$ cat config.mk
export PLATFORM = sky130hd
export DESIGN_NAME = dac_serial_loader
export DESIGN_NICKNAME = d
export VERILOG_FILES = /design/src/rtl/dls_pkg.sv /design/src/rtl/dls_sync.sv /design/src/rtl/dls_shifter.sv /design/src/rtl/dls_latch.sv /design/src/rtl/dac_serial_loader.sv
export SDC_FILE = /design/constraint.sdc
export NUM_CORES = 1
export LEC_CHECK = 0
export ABC_CLOCK_PERIOD_IN_PS = 1400
export BUFFER_PORTS_ARGS = -buffer_cell sky130_fd_sc_hd__buf_2
export CAP_MARGIN = 20
export CORE_MARGIN = 2
export CORE_UTILIZATION = 41
export CTS_CLUSTER_DIAMETER = 30
export DETAILED_ROUTE_END_ITERATION = 8
export GPL_TIMING_DRIVEN = 0
export RECOVER_POWER = 100
export SLEW_MARGIN = 40
export SYNTH_ARGS = -nofsm -noshare
export SYNTH_HDL_FRONTEND = slang
export SYNTH_SLANG_ARGS = --single-unit
export TNS_END_PERCENT = 30
$ cat constraint.sdc
create_clock -name clk -period 1.4 [get_ports clk]
set_clock_uncertainty 0.05 [all_clocks]
set_input_delay 0.14 -clock clk [delete_from_list [all_inputs] [get_ports clk]]
set_output_delay 0.14 -clock clk [all_outputs]
set_load 0.005 [all_outputs]
$ cat src/rtl/dls_pkg.sv
package dls_pkg;
    typedef enum logic {
        MODE_NORMAL = 1'b0,
        MODE_ALARM  = 1'b1
    } dac_mode_e;
endpackage

$ cat src/rtl/dls_sync.sv
module dls_sync #(
    parameter int N    = 1,
    parameter bit EDGE = 1'b0
) (
    input  logic         clk,
    input  logic         rst_n,
    input  logic [N-1:0] async_i,
    output logic [N-1:0] sync_o
);
    typedef struct packed {
        logic [N-1:0] meta;
        logic [N-1:0] stab;
    } sync_t;

    sync_t st_d, st_q;

    always_comb begin
        st_d      = st_q;
        st_d.meta = async_i;
        st_d.stab = st_q.meta;
    end

    always_ff @(posedge clk) begin
        if (!rst_n) st_q <= '0;
        else        st_q <= st_d;
    end

    generate
        if (EDGE) begin : g_edge
            logic [N-1:0] prev_d, prev_q;
            assign prev_d = st_q.stab;
            always_ff @(posedge clk) begin
                if (!rst_n) prev_q <= '0;
                else        prev_q <= prev_d;
            end
            for (genvar i = 0; i < N; i++) begin : g_bit
                assign sync_o[i] = st_q.stab[i] & ~prev_q[i];

                edge_pulse_chk: assert property (@(posedge clk) disable iff (!rst_n)
                    sync_o[i] |=> !sync_o[i]);
            end
        end else begin : g_level
            assign sync_o = st_q.stab;
        end
    endgenerate
endmodule

$ cat src/rtl/dls_shifter.sv
module dls_shifter #(
    parameter int SREG_BITS = 17,
    parameter int CNT_BITS  = 5
) (
    input  logic                 clk,
    input  logic                 rst_n,
    input  logic                 shift_i,
    input  logic                 bit_i,
    input  logic                 restart_i,
    output logic [SREG_BITS-1:0] sreg_o,
    output logic [CNT_BITS-1:0]  cnt_o
);
    localparam logic [CNT_BITS-1:0] ONE = CNT_BITS'(1);

    typedef struct packed {
        logic [SREG_BITS-1:0] sreg;
        logic [CNT_BITS-1:0]  cnt;
    } shf_t;

    shf_t st_d, st_q;

    always_comb begin
        st_d = st_q;
        if (shift_i) begin
            st_d.sreg = {st_q.sreg[SREG_BITS-2:0], bit_i};
        end
        if (restart_i) begin
            st_d.cnt = shift_i ? ONE : '0;
        end else if (shift_i) begin
            st_d.cnt = st_q.cnt + ONE;
        end
    end

    always_ff @(posedge clk) begin
        if (!rst_n) st_q <= '0;
        else        st_q <= st_d;
    end

    assign sreg_o = st_q.sreg;
    assign cnt_o  = st_q.cnt;


    shift_in_chk: assert property (@(posedge clk) disable iff (!rst_n)
        shift_i |=> (sreg_o[0] == $past(bit_i)));


    cnt_restart_chk: assert property (@(posedge clk) disable iff (!rst_n)
        (restart_i && !shift_i) |=> (cnt_o == '0));
endmodule

$ cat src/rtl/dls_latch.sv
module dls_latch
    import dls_pkg::*;
#(
    parameter int NORM_BITS = 16,
    parameter int CNT_BITS  = 5
) (
    input  logic                 clk,
    input  logic                 rst_n,
    input  logic                 load_i,
    input  logic [NORM_BITS:0]   sreg_i,
    input  logic [CNT_BITS-1:0]  cnt_i,
    output logic [NORM_BITS:0]   code_o,
    output logic                 alarm_o,
    output logic                 stb_o
);
    localparam int CODE_BITS = NORM_BITS + 1;
    localparam logic [CNT_BITS-1:0] LIMIT = CNT_BITS'(NORM_BITS);

    typedef struct packed {
        logic [CODE_BITS-1:0] code;
        dac_mode_e            mode;
        logic                 stb;
    } lat_t;

    lat_t st_d, st_q;

    always_comb begin
        st_d     = st_q;
        st_d.stb = 1'b0;
        if (load_i) begin
            st_d.stb = 1'b1;
            if (cnt_i > LIMIT) begin
                st_d.mode = MODE_ALARM;
                st_d.code = sreg_i;
            end else begin
                st_d.mode = MODE_NORMAL;
                st_d.code = {1'b0, sreg_i[NORM_BITS-1:0]};
            end
        end
    end

    always_ff @(posedge clk) begin
        if (!rst_n) st_q <= '{code: '0, mode: MODE_NORMAL, stb: 1'b0};
        else        st_q <= st_d;
    end

    assign code_o  = st_q.code;
    assign alarm_o = (st_q.mode == MODE_ALARM);
    assign stb_o   = st_q.stb;


    normal_top_chk: assert property (@(posedge clk) disable iff (!rst_n)
        (stb_o && !alarm_o) |-> !code_o[NORM_BITS]);


    code_hold_chk: assert property (@(posedge clk) disable iff (!rst_n)
        !stb_o |-> ($stable(code_o) && $stable(alarm_o)));


    reset_clear_chk: assert property (@(posedge clk)
        !rst_n |=> (code_o == '0 && !alarm_o && !stb_o));
endmodule

$ cat src/rtl/dac_serial_loader.sv
module dac_serial_loader #(
    parameter int NORM_BITS = 16,
    parameter int CNT_BITS  = 5
) (
    input  logic               clk,
    input  logic               rst_n,
    input  logic               ser_clk_i,
    input  logic               ser_data_i,
    input  logic               ser_load_i,
    output logic [NORM_BITS:0] dac_code_o,
    output logic               alarm_mode_o,
    output logic               update_stb_o
);
    localparam int SREG_BITS = NORM_BITS + 1;

    logic [1:0]           edges;
    logic                 data_s;
    logic [SREG_BITS-1:0] sreg;
    logic [CNT_BITS-1:0]  cnt;

    dls_sync #(.N(2), .EDGE(1'b1)) u_edge (
        .clk     (clk),
        .rst_n   (rst_n),
        .async_i ({ser_load_i, ser_clk_i}),
        .sync_o  (edges)
    );

    dls_sync #(.N(1), .EDGE(1'b0)) u_data (
        .clk     (clk),
        .rst_n   (rst_n),
        .async_i (ser_data_i),
        .sync_o  (data_s)
    );

    dls_shifter #(.SREG_BITS(SREG_BITS), .CNT_BITS(CNT_BITS)) u_shf (
        .clk       (clk),
        .rst_n     (rst_n),
        .shift_i   (edges[0]),
        .bit_i     (data_s),
        .restart_i (edges[1]),
        .sreg_o    (sreg),
        .cnt_o     (cnt)
    );

    dls_latch #(.NORM_BITS(NORM_BITS), .CNT_BITS(CNT_BITS)) u_lat (
        .clk     (clk),
        .rst_n   (rst_n),
        .load_i  (edges[1]),
        .sreg_i  (sreg),
        .cnt_i   (cnt),
        .code_o  (dac_code_o),
        .alarm_o (alarm_mode_o),
        .stb_o   (update_stb_o)
    );
endmodule

# Word-level counts from Yosys, hierarchy flattened
# Index checks and enable logic that the tools add are counted.
dict set report classes {
  n_bitwise 4
  n_mux 5
  add_sub_neg 1
  magnitude_cmp 1
  n_reduce_logical 1
}
# cell count
set ops {}
lappend ops {{18-bit 2-to-1 mux} 1}
lappend ops {{5-bit 2-to-1 mux} 2}
lappend ops {{5-bit by 1-bit adder with 5-bit output, second input constant} 1}
lappend ops {{5-bit greater-than comparator, second input constant} 1}
lappend ops {{1-bit AND} 2}
lappend ops {{1-bit 2-to-1 mux} 2}
lappend ops {{1-bit inverter} 2}
lappend ops {{2-bit nonzero test} 1}
dict set report totals {
  word_cells 22
  output_inout_bits 19
  register_bits 49
}

# Depth between registers and ports, before layout
# Gate-level depths: netlist (run 1).
dict set report logic_depth {
  ltp_word 4
  mapped_depth 5
  depth_no_buf 5
}

# Cells and area by module
# From an unflattened synthesis (run 1), not the netlist that was laid out.
dict set report hier_totals {
  hier_cells 157
  hier_area_um2 1813.0
}
# mod area_each_um2 instances seq_area_each_um2 cells_each
set modules_own_cells {}
lappend modules_own_cells {dls_shifter 870.8 1 440.4 76}
lappend modules_own_cells {dls_latch 719.4 1 380.4 63}
lappend modules_own_cells {{dls_sync at u_edge} 170.2 1 120.1 14}
lappend modules_own_cells {{dls_sync at u_data} 52.6 1 40.0 4}

# Least setup slack after synthesis (run 1)
# No wires, ideal clock.
dict set report synth_timing {
  path_type {flip-flop to flip-flop}
  from {reg u_edge.g_edge.prev_q[1]}
  to {reg u_lat.st_q (netlist bit u_lat.code_o[16])}
  arrival_ps 1034
  t_required_ps 1233
  setup_slack_ps 199
  synth_period_minus_slack_ps 1201
  path_stages_with_launch 6
  path_cell_list {dfxtp_1 > nand2b_4 > and2_4 > buf_6 > buf_6 > a22o_1}
}
dict set report synth_between {
  elab_chain_cells 2
}
# element line
set synth_rtl {}
lappend synth_rtl {{from (decl)} dls_sync.sv:30} ;# logic [N-1:0] prev_d, prev_q;
lappend synth_rtl {{from (signal assigned)} dls_sync.sv:34} ;# else prev_q <= prev_d;
lappend synth_rtl {{1-bit inverter} dls_sync.sv:37} ;# assign sync_o[i] = st_q.stab[i] & ~prev_q[i];
lappend synth_rtl {{1-bit AND} dls_sync.sv:37}
lappend synth_rtl {{to (signal assigned)} dls_latch.sv:43} ;# if (!rst_n) st_q <= '{code: '0, mode: MODE_NORMAL, stb: 1'b0};
lappend synth_rtl {{to (signal assigned)} dls_latch.sv:44} ;# else st_q <= st_d;
lappend synth_rtl {{to (decl)} dls_latch.sv:25} ;# lat_t st_d, st_q;
# No other way between the ends.
# A chain may end at the register's enable or synchronous reset.

# Worst setup path in the final report (run 1)
dict set report layout_timing {
  from {reg u_edge.g_edge.prev_q[0]}
  to {reg u_shf.st_q (netlist bit u_shf.sreg_o[11])}
}
dict set report layout_between {
  elab_chain_cells 2
}
# element line
set layout_rtl {}
lappend layout_rtl {{1-bit inverter} dls_sync.sv:37}
lappend layout_rtl {{1-bit AND} dls_sync.sv:37}
lappend layout_rtl {{to (signal assigned)} dls_shifter.sv:36} ;# else st_q <= st_d;
lappend layout_rtl {{to (decl)} dls_shifter.sv:20} ;# shf_t st_d, st_q;
# No other way between the ends.

==> results.toml, run 1 <==
[synth]
yosysMostFrequentCell = "dfxtp_1"
yosysTopAreaCell = "dfxtp_1"
synthArstFlopShare_pct = 0
synth_cells = 166
synthFlopType = "dfxtp_1"
ys_ff_latch = 49
yosysWarnings = 0
synthesis.area_sq_um = 1710
yosysSeqAreaShare_pct = 57.5
synth_area_leaders = "dfxtp_1, a22o_1, nand2_1"
synth_area_per_cell_sq_um = 10.3
synth_edf_count = 0
synthTopCellsByCount = "dfxtp_1, nand2_1, a21boi_1, a22o_1, and2_1"
syn-num-nets = 173
synth_top_area_share_pct = 57.5
synthDistinctLibCells = 29

[die]
die_x_um = 68.5
initial_core_util_pct = 42.6
die-area_sq_um = 4690
die_h_um = 68.5
core_sq_um = 4000
fp-row-count = 23
ios = 24

[route]
wirelength_met1_mm = 1.44
met2_length_mm = 1.43
antenna_left = 0
drt_first_pass_iters = 4
post_drt_wl_per_cell_um = 12.3
drt_iter0_drc = 64
route.detailed.drc = 0
routed.top_layer = "met4"
vias_per_cell = 5.02
routed-wl-met3_um = 123
vias = 1246
wirelength_mm = 3.06

[sta]
finalSetupViolations = 0
setup_tns_ps = 0
post-route-min-period_ps = 1300
drv_slew = 0
final.period_utilization_pct = 93.1
hold_viol_final = 0
grt_setup_unrepaired = "false"
max_freq_mhz = 767
worst_slew_pin_slew_ps = 473
slew_headroom_pct = 68.4
worst_slack_ps = 96.8

[power]
leakagePower_uw = 0.000757
p_total_uw = 2260
p_per_area_nw_per_um2 = 1150
ir_drop_mv = 0.544

[final_layout]
n_antenna_cell = 0
design_area_sq_um = 1960
area_delta_synth_final_pct = 15.1
drive_above_1_share_pct = 10.6
num-fill-cells = 408
nets = 206

[clock_network]
cts_root_buf = "clkbuf_8"
cts_max_level = 2
post_cts_buffers = 0
clk_latency_ps = 290
numCtsBuffers = 5
cts_resized = 0
postCtsHoldBufs = 3
path_clk_slew_ps = 80
cts_tree = "yes"
clock_sinks = 49
cts_buffer_depth = 2

[setup_path]
critPathRequiredTime_ps = 1580
cp_slowest_stage_delay_ps = 400
crit_fanout = 10
path_depth = 4
critPathLaunchType = "flip-flop"
cp-end-kind = "flip-flop"
rrSetupSlack_ps = 100
worst-path-buf-inv = 1
crit_family = "buffers and inverters"
worst-setup-path-type = "reg2reg"
arrival_ps = 1480
crit_path_cell_trace = "nand2b_1, clkbuf_1, nand2_1, a21boi_1"
r2r_cells = 4
slowest_stage = "clkbuf_1"

[grt]
grt_pass1_vias = 1142
grt_pass1_wl_mm = 5.02
grt_max_degree = 14
grt_antenna_before_repair = 0
grt-ovfl-total = 0
grt.total_usage_pct = 14.5

[run_status]
status = "completed"

[place]
port_buffers = 23
place_ws_ps = 109
post-dp-hpwl_mm = 2.14
gp_congestion = 0.734
placed_area_sq_um = 1880

[worst_hold_path]
hp-class = "in2reg"
min_path_cells = 3

[run]
drv_cap = 0
placed cells by master, fill, tap and decap left out, drive strengths merged:
master and n:
o21a 1, o31ai 1, a21boi 17, and2 9
nand3b 2, nand2 38, buf 15, o21ai 1
and3 1, nor2b 1, a21o 1, o311a 1
ha 2, clkbuf 24, nand2b 2, a22o 17
a21oi 3, inv 3, clkinv 1, and3b 1
or3 1, dlygate4sd3 3, nor2 1, nand3 1
xor2 1, o2111ai 1, dfxtp 49
power by group:
group | switching (uW) | internal [uW]
Sequential | 6.60 | 1400
Clock | 424 | 329
Combinational | 52.9 | 41.4
flip-flops by register name (all words and copies together) (netlist names):
register              cells
u_shf.cnt_o               5
u_lat.alarm_o             1
u_lat.stb_o               1
u_edge.st_d               2
u_edge.g_edge.prev_q      2
u_lat.code_o             17
u_data.sync_o             1
u_data.st_d               1
u_edge.g_edge.prev_d      2
u_shf.sreg_o             17
per-stage QoR:
stage                     instances  utilization [%]  hold slack, ps
after floorplan                 166                -             217
after global placement          239             47.1             294
after detailed placement        239             47.1             300
after CTS                       248             49.7             317
after global routing            248             49.1             369
final                           248             49.1             324
routing by layer:
metal	up-vias	GRT usage (%)
met5	-	0
met4	0	7.25
met3	6	4.87
met2	20	23.6
met1	597	17.1
li1	623	-
kinds of logic (layout without fill, tap and decap cells):
kind of cell	after synthesis	in the layout	synth area share, %
AND/OR/NAND/NOR	57	57	16.0
XOR/XNOR	1	1	0.514
AO/OA/AOI/OAI	43	43	19.8
adder cells (fa/ha/maj)	2	2	1.47
buffers and inverters	14	46	4.70
flip-flops	49	49	57.5
worst min-delay path: stages:
cell	delay, ps
clkbuf_1	100
clkbuf_1	210
a21boi_0	170
area by class of cell:
cell class,instances,area (sq um),share of cell area [%]
Multi-Input combinational cell,103,642,32.7
Buffer,11,67.6,3.44
Clock buffer,5,68.8,3.51
Timing Repair Buffer,26,125,6.37
Sequential cell,49,981,50.0
Clock inverter,1,5.00,0.255
Inverter,3,11.3,0.574
Tap cell,50,62.6,3.19
path summary, 6_finish.rpt:
path | end | start
worst max register to register | u_shf.sreg_o[11]$_SDFFE_PN0P_ | u_edge.g_edge.prev_q[0]$_SDFF_PN0_
worst min register to register | u_data.sync_o$_SDFF_PN0_ | u_data.st_d[0]$_SDFF_PN0_
worst min-delay path | u_shf.sreg_o[14]$_SDFFE_PN0P_ | rst_n
worst max-delay path | u_shf.sreg_o[11]$_SDFFE_PN0P_ | u_edge.g_edge.prev_q[0]$_SDFF_PN0_
(Power assumes the default switching activity.)
==> inputs of run 2 (changes only) <==
--- a/config.mk
+++ b/config.mk
@@ -13,6 +13,7 @@
 export CTS_CLUSTER_DIAMETER = 30
 export DETAILED_ROUTE_END_ITERATION = 8
 export GPL_TIMING_DRIVEN = 0
+export PLACE_DENSITY = 0.57
 export RECOVER_POWER = 100
 export SLEW_MARGIN = 40
 export SYNTH_ARGS = -nofsm -noshare
==> run 2 against run 1 <==
Sequential share of layout area down 0.85 points. Worst hold slack got worse by 1.1 ps. Combinational power grew 1%. Global-route usage is 1.0 points higher. Sequential power hardly changed. Via count down 2.4%. Total power up 6.2%. Utilization rose by 0.84 points. Worst setup slack improved by 4.7 ps. Clock-buffer cell count is 2 higher. Critical path type unchanged. Critical endpoint is now u_lat.code_o[2]$_SDFFE_PN0P_. Highest routed layer unchanged.
==> results.toml, run 2 (synthesized netlist as in run 1, its figures left out) <==
[route]
route.detailed.drc = 0
drt_first_pass_iters = 4
vias = 1216
antenna_left = 0
drt_iter0_drc = 73
routed-wl-met3_um = 118
post_drt_wl_per_cell_um = 12.5
routed.top_layer = "met4"
wirelength_met1_mm = 1.47
met2_length_mm = 1.47
wirelength_mm = 3.12
vias_per_cell = 4.86

[sta]
max_freq_mhz = 770
setup_tns_ps = 0
worst_slack_ps = 101
worst_slew_pin_slew_ps = 395
slew_headroom_pct = 73.7
hold_ws_ps = 323
grt_setup_unrepaired = "false"
final.period_utilization_pct = 92.8
finalSetupViolations = 0
drv_slew = 0
hold_viol_final = 0
post-route-min-period_ps = 1300

[setup_path]
arrival_ps = 1450
cp-end-kind = "flip-flop"
worst-setup-path-type = "reg2reg"
slowest_stage = "dfxtp_1"
path_common_cell = "buf_6"
crit_path_cell_trace = "nand2b_4, and2_0, buf_6, buf_6, a22o_1"
critPathRequiredTime_ps = 1550
crit_fanout = 10
cp_slowest_stage_delay_ps = 390
critPathLaunchType = "flip-flop"

[grt]
grt.total_usage_pct = 15.5
grt-ovfl-total = 0
grt_pass1_vias = 1149
grt_antenna_before_repair = 0
grt_max_degree = 15
grt_pass1_wl_mm = 5.28

[final_layout]
drive_above_1_share_pct = 14.0
n_antenna_cell = 0
finalNonFillerCells = 250
area_delta_synth_final_pct = 17.1
nets = 206
num-fill-cells = 394
final_common_cell = "dfxtp_1"
final_cell_mix = "dfxtp_1, nand2_1, a22o_1"

[power]
p_clk_share_pct = 37.2
p_per_area_nw_per_um2 = 1200
leakagePower_uw = 0.000791
share_comb_of_total_power_pct = 4.0
p_switching_uw = 505
p_sw_share_pct = 21.1
seqPwrFrac_pct = 58.8
intPower_uw = 1890
ir_drop_mv = 0.601

[place]
gp_congestion = 0.705
dp_cells = 239
place_ws_ps = 108
post-dp-hpwl_mm = 2.19
port_buffers = 23

[clock_network]
cts_buffer_depth = 2
cts_max_level = 2
cts_tree = "yes"
clock_sinks = 49
post_cts_buffers = 0
numCtsBuffers = 5
path_clk_slew_ps = 90
cts_root_buf = "clkbuf_8"
clk_latency_ps = 300

[die]
fp-row-count = 23
die_x_um = 68.5
die-area_sq_um = 4690
ios = 24
initial_core_util_pct = 42.6
die_h_um = 68.5
core_sq_um = 4000

[run]
drv_cap = 0

[run_status]
status = "completed"

[worst_hold_path]
hp-class = "in2reg"
[run 2: changes by cell type in the layout (fill, tap and decap cells not counted)]
| cell | delta |
|---|---|
| buf_2 | +3 |
| clkbuf_1 | -3 |
| buf_1 | -2 |
| clkbuf_2 | +2 |
| a21boi_0 | -1 |
| clkbuf_8 | +2 |
| a21boi_1 | +1 |
[run 2: per-layer routing]
layer,global-route usage [%],vias to the layer above
met1,19.4,568
met5,0,-
met3,5.36,6
li1,-,625
met4,7.50,0
met2,23.9,17
[run 2: per-stage QoR]
stage          power, uW  area (sq um)  util [%]
2_1_floorplan       1510          1710         -
3_3_place_gp        1540          1880      47.1
3_5_place_dp        1540          1880      47.1
4_1_cts             2430          2010      50.4
5_1_grt             2510          2000      49.9
6_report            2400          2000      49.9
[run 2: path summary, 6_finish.rpt]
kind	start	end	slack, ps	cells past startpoint
min reg2reg	u_data.st_d[0]$_SDFF_PN0_	u_data.sync_o$_SDFF_PN0_	390	1
min	rst_n	u_shf.sreg_o[15]$_SDFFE_PN0P_	320	3
max reg2reg	u_edge.g_edge.prev_d[1]$_SDFF_PN0_	u_lat.code_o[2]$_SDFFE_PN0P_	100	5
max	u_edge.g_edge.prev_d[1]$_SDFF_PN0_	u_lat.code_o[2]$_SDFFE_PN0P_	100	5
[run 2: power groups by stage]
| stage | registers, uW | logic (uW) | clock network [uW] |
|---|---|---|---|
| after detailed placement | 1440 | 94.7 | 0 |
| after floorplan | 1440 | 67.1 | 0 |
| after global routing | 1410 | 108 | 986 |
| final | 1410 | 95.4 | 892 |
| after global placement | 1440 | 92.2 | 0 |
| after CTS | 1410 | 101 | 920 |
[run 2: cell type report]
cell class / instances / area (sq um) / share of cell area (%)
Clock buffer: 7 / 96.3 / 4.82
Clock inverter: 1 / 5.00 / 0.251
Timing Repair Buffer: 26 / 130 / 6.52
Sequential cell: 49 / 981 / 49.1
Tap cell: 50 / 62.6 / 3.13
Inverter: 3 / 11.3 / 0.564
Multi-Input combinational cell: 103 / 642 / 32.1
Buffer: 11 / 68.8 / 3.45
[run 2: what timing repair did]
item	CTS	global route
hold buffers	3	0
hold endpoints to repair	3	0
gates resized for setup	0	2
endpoints found under the setup margin	0	6
[run 2: worst max-delay path, delay by kind of cell, from the launching register on]
kind | cells | cell delay, ps
AO/OA/AOI/OAI | 1 | 220
buffers and inverters | 2 | 280
flip-flops | 1 | 390
AND/OR/NAND/NOR | 2 | 260
